File: config.mk
export PLATFORM = sky130hd
export DESIGN_NAME = spi_rb_top
export DESIGN_NICKNAME = d
export VERILOG_FILES = /design/src/rtl/spi_rb_pkg.sv /design/src/rtl/spi_rb_sync.sv /design/src/rtl/spi_rb_frame.sv /design/src/rtl/spi_rb_regs.sv /design/src/rtl/spi_rb_top.sv
export SDC_FILE = /design/constraint.sdc
export NUM_CORES = 1
export LEC_CHECK = 0
export ABC_AREA = 1
export BUFFER_PORTS_ARGS = -buffer_cell sky130_fd_sc_hd__buf_2
export CORE_UTILIZATION = 57
export CTS_CLUSTER_DIAMETER = 200
export DETAILED_ROUTE_END_ITERATION = 7
export PLACE_DENSITY = 0.8
export SYNTH_ARGS = -nofsm -noshare
export SYNTH_HDL_FRONTEND = slang
export SYNTH_SLANG_ARGS = --single-unit
File: constraint.sdc
create_clock -name clk -period 1.95 [get_ports clk]
set_input_delay 0.39 -clock clk [delete_from_list [all_inputs] [get_ports clk]]
set_output_delay 0.39 -clock clk [all_outputs]
set_load 0.03 [all_outputs]
File: src/rtl/spi_rb_pkg.sv
package spi_rb_pkg;

    localparam int BYTE_W     = 8;
    localparam int ADDR_W     = 7;
    localparam int FRAME_BITS = 2 * BYTE_W;
    localparam int CNT_W      = $clog2(FRAME_BITS);

    // configuration register layout (address 0)
    localparam int CFG_FOUR_WIRE = 7;
    localparam int CFG_LSB_FIRST = 6;
    localparam int CFG_SOFT_RST  = 5;

    typedef struct packed {
        logic              rw;     // 1 = read
        logic [ADDR_W-1:0] addr;
    } instr_t;

    typedef struct packed {
        logic              en;
        logic [ADDR_W-1:0] addr;
        logic [BYTE_W-1:0] data;
    } wr_req_t;

    function automatic logic [BYTE_W-1:0] bit_rev(input logic [BYTE_W-1:0] v);
        logic [BYTE_W-1:0] r;
        for (int i = 0; i < BYTE_W; i++) r[i] = v[BYTE_W-1-i];
        return r;
    endfunction

    // next shift-register value for one received bit in the chosen order
    function automatic logic [BYTE_W-1:0] shift_in(input logic [BYTE_W-1:0] cur,
                                                   input logic b,
                                                   input logic lsb_first);
        return lsb_first ? {b, cur[BYTE_W-1:1]} : {cur[BYTE_W-2:0], b};
    endfunction

    function automatic logic [BYTE_W-1:0] reg_default(input int idx);
        return (idx == 0) ? 8'h00 : 8'((idx % 16) * 17);
    endfunction

endpackage

File: src/rtl/spi_rb_sync.sv
module spi_rb_sync #(
    parameter int STAGES = 2
) (
    input  logic clk,
    input  logic rst,
    input  logic sclk_i,
    input  logic csn_i,
    input  logic din_i,
    output logic sclk_rise,
    output logic sclk_fall,
    output logic cs_act,
    output logic din
);
    logic [STAGES-1:0] sclk_r, csn_r, din_r;
    logic              sclk_d;

    always_ff @(posedge clk) begin
        if (rst) begin
            sclk_r <= '0;
            csn_r  <= '1;
            din_r  <= '0;
            sclk_d <= 1'b0;
        end else begin
            sclk_r <= {sclk_r[STAGES-2:0], sclk_i};
            csn_r  <= {csn_r[STAGES-2:0], csn_i};
            din_r  <= {din_r[STAGES-2:0], din_i};
            sclk_d <= sclk_r[STAGES-1];
        end
    end

    assign sclk_rise = sclk_r[STAGES-1] & ~sclk_d;
    assign sclk_fall = ~sclk_r[STAGES-1] & sclk_d;
    assign cs_act    = ~csn_r[STAGES-1];
    assign din       = din_r[STAGES-1];

endmodule

File: src/rtl/spi_rb_frame.sv
module spi_rb_frame
    import spi_rb_pkg::*;
(
    input  logic                  clk,
    input  logic                  rst,
    input  logic                  sclk_rise,
    input  logic                  sclk_fall,
    input  logic                  cs_act,
    input  logic                  din,
    input  logic                  lsb_first,
    input  logic [BYTE_W-1:0]     rd_data,
    output logic [ADDR_W-1:0]     rd_addr,
    output wr_req_t               wr,
    output logic                  oe,
    output logic                  dout,
    output logic [CNT_W-1:0]      bit_cnt
);
    localparam logic [CNT_W-1:0] LAST_INSTR = CNT_W'(BYTE_W - 1);
    localparam logic [CNT_W-1:0] LAST_BIT   = CNT_W'(FRAME_BITS - 1);

    logic [BYTE_W-1:0] sh, sh_nx, tx, ordered;
    instr_t            instr;
    logic              rd_pend;

    assign sh_nx   = shift_in(sh, din, lsb_first);
    assign ordered = lsb_first ? bit_rev(rd_data) : rd_data;
    assign rd_addr = instr.addr;

    always_ff @(posedge clk) begin
        if (rst || !cs_act) begin
            bit_cnt <= '0;
            sh      <= '0;
            instr   <= '0;
            rd_pend <= 1'b0;
            oe      <= 1'b0;
            dout    <= 1'b0;
            tx      <= '0;
            wr      <= '0;
        end else begin
            wr.en <= 1'b0;
            if (sclk_rise) begin
                sh      <= sh_nx;
                bit_cnt <= bit_cnt + 1'b1;   // wraps: next frame begins
                if (bit_cnt == LAST_INSTR) begin
                    instr   <= instr_t'(sh_nx);
                    rd_pend <= sh_nx[BYTE_W-1];
                end
                if (bit_cnt == LAST_BIT && !instr.rw) begin
                    wr.en   <= 1'b1;
                    wr.addr <= instr.addr;
                    wr.data <= sh_nx;
                end
            end
            if (sclk_fall) begin
                // top counter bit set = data phase (counts 8..15)
                if (rd_pend && bit_cnt[CNT_W-1]) begin
                    if (!oe) begin
                        oe   <= 1'b1;
                        dout <= ordered[BYTE_W-1];
                        tx   <= {ordered[BYTE_W-2:0], 1'b0};
                    end else begin
                        dout <= tx[BYTE_W-1];
                        tx   <= {tx[BYTE_W-2:0], 1'b0};
                    end
                end else if (bit_cnt == '0) begin
                    oe      <= 1'b0;
                    rd_pend <= 1'b0;
                    dout    <= 1'b0;
                end
            end
        end
    end

endmodule

File: src/rtl/spi_rb_regs.sv
module spi_rb_regs
    import spi_rb_pkg::*;
#(
    parameter int NREGS = 8
) (
    input  logic                    clk,
    input  logic                    rst,
    input  wr_req_t                 wr,
    input  logic [ADDR_W-1:0]       rd_addr,
    output logic [BYTE_W-1:0]       rd_data,
    output logic [BYTE_W-1:0]       cfg,
    output logic [NREGS*BYTE_W-1:0] bank_o
);
    localparam int                IDX_W = $clog2(NREGS);
    localparam logic [ADDR_W-1:0] LAST  = ADDR_W'(NREGS - 1);

    logic [BYTE_W-1:0] mem [NREGS];
    logic              wr_hit, rd_hit;

    assign wr_hit = wr.en && (wr.addr <= LAST);
    assign rd_hit = (rd_addr <= LAST);

    always_ff @(posedge clk) begin
        if (rst) begin
            for (int i = 0; i < NREGS; i++) mem[i] <= reg_default(i);
        end else begin
            if (mem[0][CFG_SOFT_RST]) mem[0][CFG_SOFT_RST] <= 1'b0;
            if (wr_hit) begin
                mem[wr.addr[IDX_W-1:0]] <= wr.data;
                if (wr.addr == '0 && wr.data[CFG_SOFT_RST]) begin
                    for (int i = 1; i < NREGS; i++) mem[i] <= reg_default(i);
                end
            end
        end
    end

    assign rd_data = rd_hit ? mem[rd_addr[IDX_W-1:0]] : '0;
    assign cfg     = mem[0];

    for (genvar g = 0; g < NREGS; g++) begin : g_flat
        assign bank_o[g*BYTE_W +: BYTE_W] = mem[g];
    end

endmodule

File: src/rtl/spi_rb_top.sv
module spi_rb_top
    import spi_rb_pkg::*;
#(
    parameter int NREGS       = 8,
    parameter int SYNC_STAGES = 2
) (
    input  logic                    clk,
    input  logic                    rst,
    input  logic                    spi_sclk,
    input  logic                    spi_csn,
    input  logic                    sdio_in,
    output logic                    sdio_out,
    output logic                    sdio_oe,
    output logic                    sdo_out,
    output logic                    sdo_oe,
    output logic [NREGS*BYTE_W-1:0] reg_bank_o
);
    logic              sclk_rise, sclk_fall, cs_act, din;
    logic [BYTE_W-1:0] rd_data, cfg;
    logic [ADDR_W-1:0] rd_addr;
    wr_req_t           wr_req;
    logic              oe_int, dout;
    logic [CNT_W-1:0]  bit_cnt;
    logic              wr_en;
    logic [ADDR_W-1:0] wr_addr;
    logic              four_wire;

    spi_rb_sync #(.STAGES(SYNC_STAGES)) u_sync (
        .clk(clk), .rst(rst),
        .sclk_i(spi_sclk), .csn_i(spi_csn), .din_i(sdio_in),
        .sclk_rise(sclk_rise), .sclk_fall(sclk_fall),
        .cs_act(cs_act), .din(din)
    );

    spi_rb_frame u_frame (
        .clk(clk), .rst(rst),
        .sclk_rise(sclk_rise), .sclk_fall(sclk_fall),
        .cs_act(cs_act), .din(din),
        .lsb_first(cfg[CFG_LSB_FIRST]),
        .rd_data(rd_data), .rd_addr(rd_addr),
        .wr(wr_req), .oe(oe_int), .dout(dout), .bit_cnt(bit_cnt)
    );

    spi_rb_regs #(.NREGS(NREGS)) u_regs (
        .clk(clk), .rst(rst),
        .wr(wr_req), .rd_addr(rd_addr), .rd_data(rd_data),
        .cfg(cfg), .bank_o(reg_bank_o)
    );

    assign wr_en     = wr_req.en;
    assign wr_addr   = wr_req.addr;
    assign four_wire = cfg[CFG_FOUR_WIRE];

    assign sdio_oe  = oe_int & ~four_wire;
    assign sdo_oe   = oe_int & four_wire;
    assign sdio_out = dout & sdio_oe;
    assign sdo_out  = dout & sdo_oe;

endmodule

==> impl_metrics.env <==
export IMPL_drv_slew=0
export IMPL_place_congestion=0.9233
export IMPL_io_pin_count=73
export IMPL_ff2ff_setup_slack_ps=20
export IMPL_postLayoutCoreUtil_pct=69.84
export IMPL_hold_viol=0
export IMPL_min_period_over_period_pct=98.76
export IMPL_die_height_um=98.95
export IMPL_worst_slew_pin_slew_ps=722.3
export IMPL_clk_latency_ps=520
export IMPL_hp_class="input pin to flip-flop"
export IMPL_pre_cts_ws_ps=-169.3
export IMPL_drtAntennaViolNets=0
export IMPL_grt_overflow=0
export IMPL_vias=4564
export IMPL_r2r_end="u_regs.mem[4][2]$_SDFFCE_PN1P_"
export IMPL_critical_path_max_fanout=8
export IMPL_tns_ps=0
export IMPL_syn_nets=632
export IMPL_reg2regPathDepth=5
export IMPL_drc_errors=0
export IMPL_max_slew_margin_pct=51.69
export IMPL_grt_pass1_vias=4370
export IMPL_fp_dieW_um=98.95
export IMPL_wl_um=13930
export IMPL_cts_setup_buffers=0
export IMPL_core_um2=9153
export IMPL_htreeDepth=4
export IMPL_synth_edf_count=64
export IMPL_synth_warnings=0
export IMPL_io_buffer_count=72
export IMPL_fmax_mhz=519.3
export IMPL_dieArea_um2=9791
export IMPL_p_total_mw=6.065
export IMPL_ctsHoldBuffers=0
export IMPL_cts_buffer_depth=2
export IMPL_path_class="flip-flop to flip-flop"
export IMPL_nets=709
export IMPL_grt_antenna_before_repair=0
export IMPL_endpoint="u_regs.mem[4][2]$_SDFFCE_PN1P_"
export IMPL_cp_data_required_time_ps=2120
export IMPL_synth_ff_type="edfxtp_1"
export IMPL_grt_pass1_wl_um=21480
export IMPL_hpwl_um=9498
export IMPL_p_per_area_nw_per_um2=948.8
export IMPL_grt_setup_unrepaired="true"
export IMPL_via_per_inst=5.525
export IMPL_worstPathArrival_ps=2090
export IMPL_syn_area_um2=5358
export IMPL_worst_slack_ps=24.16
export IMPL_setup_viol=0
export IMPL_drive_above_1_share_pct=20.84
export IMPL_fp_row_count=35
export IMPL_cts_buffers=17
export IMPL_status="finished clean"
export IMPL_r2r_start="u_frame.wr[9]$_SDFFE_PP0P_"
export IMPL_clockRootBuffer="clkbuf_8"
export IMPL_finClkSkew_ps=9.066
export IMPL_p_leak_nw=2.637
export IMPL_syn_to_final_growth_pct=19.31
export IMPL_grt_max_degree=34
export IMPL_grt_util_all_layers_pct=29.40
export IMPL_synth_async_sr_flop_share_pct=0
export IMPL_synthCells=625
export IMPL_avgSynthCellArea_um2=8.572
export IMPL_cts_tree="yes"
export IMPL_start_kind="flip-flop"
export IMPL_drtPass1Iterations=5
export IMPL_initialDrtViolationCount=370
export IMPL_ir_drop_v=0.0006523
export IMPL_clkSinkCount=120
export IMPL_n_antenna_cell=0
export IMPL_crit_start="u_frame.wr[9]$_SDFFE_PP0P_"
export IMPL_floorplan_initialDensity_pct=58.54
export IMPL_cap_violations=0
export IMPL_synth_seq_cells=120
export IMPL_ys_seq_area_share_pct=56.80
export IMPL_cp_end_kind="flip-flop"
export IMPL_clkSlewWorstSetupHoldPaths_ps=50
export IMPL_nFillCells=657
export IMPL_routedWlPerCell_um=16.86
export IMPL_finalCriticalPeriod_ps=1926
export IMPL_synth_cell_types=31
[sequential cells by signal, indices dropped and copies added (netlist names), 4 cells and up, named ones only]
name	flops
u_frame.wr	16
u_frame.tx	7
u_frame.bit_cnt	4
u_frame.rd_addr	7
u_frame.sh	8
u_regs.mem	64
[logic make-up (layout without fill, tap and decap cells)]
| group | after synthesis | count (layout) | synth area share [%] |
|---|---|---|---|
| AND/OR/NAND/NOR | 305 | 305 | 25.29 |
| AO/OA/AOI/OAI | 79 | 79 | 7.893 |
| multiplexers | 5 | 5 | 0.9342 |
| flip-flops | 120 | 120 | 56.80 |
| buffers and inverters | 114 | 204 | 8.618 |
| adder cells (fa/ha/maj) | 2 | 2 | 0.4670 |
[through the flow]
stage | area, µm² | hold slack [ps] | instances
global route | 6392 | 40.93 | 826
global placement | 5816 | 393.0 | 794
floorplan | 5358 | 388.3 | 625
finish | 6392 | 57.91 | 826
CTS | 6382 | 51.66 | 826
detailed placement | 5816 | 396.0 | 794
[Yosys cell counts, drive strengths merged, types with 5 or more instances]
master  instances  area (µm²)
o21ai          33       165.2
clkbuf          8       31.28
mux2i           5       50.05
nor2           90       400.4
edfxtp         64        1922
nand3          59       300.3
inv            86       322.8
a211oi         10       75.07
nand2         139       536.8
nor3            5       35.03
dfxtp          56        1121
a21oi          34       170.2
buf            18       100.1
or2             8       50.05
[timing repair]
item | in CTS | in global routing
pin swaps | 0 | 0
cloned | 0 | 0
gates resized for setup | 2 | 4
setup endpoints to repair | 57 | 56
[worst min path at each step]
stage,start,endpoint,slack [ps],cells after the start
CTS,spi_csn,u_sync.csn_r[0]$_SDFF_PP1_,50,2
finish,spi_csn,u_sync.csn_r[0]$_SDFF_PP1_,60,2
global placement,u_sync.sclk_r[0]$_SDFF_PP0_,u_sync.sclk_r[1]$_SDFF_PP0_,390,2
global route,spi_csn,u_sync.csn_r[0]$_SDFF_PP1_,40,2
detailed placement,u_sync.din_r[0]$_SDFF_PP0_,u_sync.din_r[1]$_SDFF_PP0_,400,2
floorplan,u_sync.din_r[0]$_SDFF_PP0_,u_sync.din_r[1]$_SDFF_PP0_,390,2
[metal layers]
layer,GRT usage (%),share of wire (%),vias to the layer above
met2,48.52,49,242
met1,36.44,39,2111
met4,14.70,3.1,0
li1,-,-,2173
met5,0,0,-
met3,6.738,9.1,38
[report_power, final]
group | total [mW] | switching (mW) | internal (mW)
Combinational | 0.357 | 0.268 | 0.0893
Sequential | 2.78 | 0.0491 | 2.73
Clock | 2.93 | 1.06 | 1.87
Total | 6.07 | 1.38 | 4.69
[layout make-up]
cell class | count | area (µm²) | area share, %
Multi-Input combinational cell | 391 | 1869 | 29.24
Tap cell | 111 | 138.9 | 2.173
Sequential cell | 120 | 3044 | 47.62
Inverter | 88 | 330.3 | 5.167
Timing Repair Buffer | 84 | 450.4 | 7.046
Clock inverter | 7 | 62.56 | 0.9787
Clock buffer | 25 | 496.7 | 7.771
[critical path, stage by stage (launching register included)]
cell and delay (ps):
dfxtp_1 340, nor2_1 80, inv_1 80, nor2_1 60, a31oi_2 620, nand2_1 400
[cell usage in the layout (no fill, tap or decap), drive strengths merged]
cell	instances
a211oi	10
a21oi	34
a31oi	2
and3	1
buf	84
bufinv	1
clkbuf	25
clkinv	6
dfxtp	56
edfxtp	64
ha	2
inv	88
mux2i	5
nand2	139
nand3	59
nand4	1
nor2	90
nor3	5
nor4	2
o21ai	33
or2	8
No activity file was read; power rests on OpenSTA's default activity.
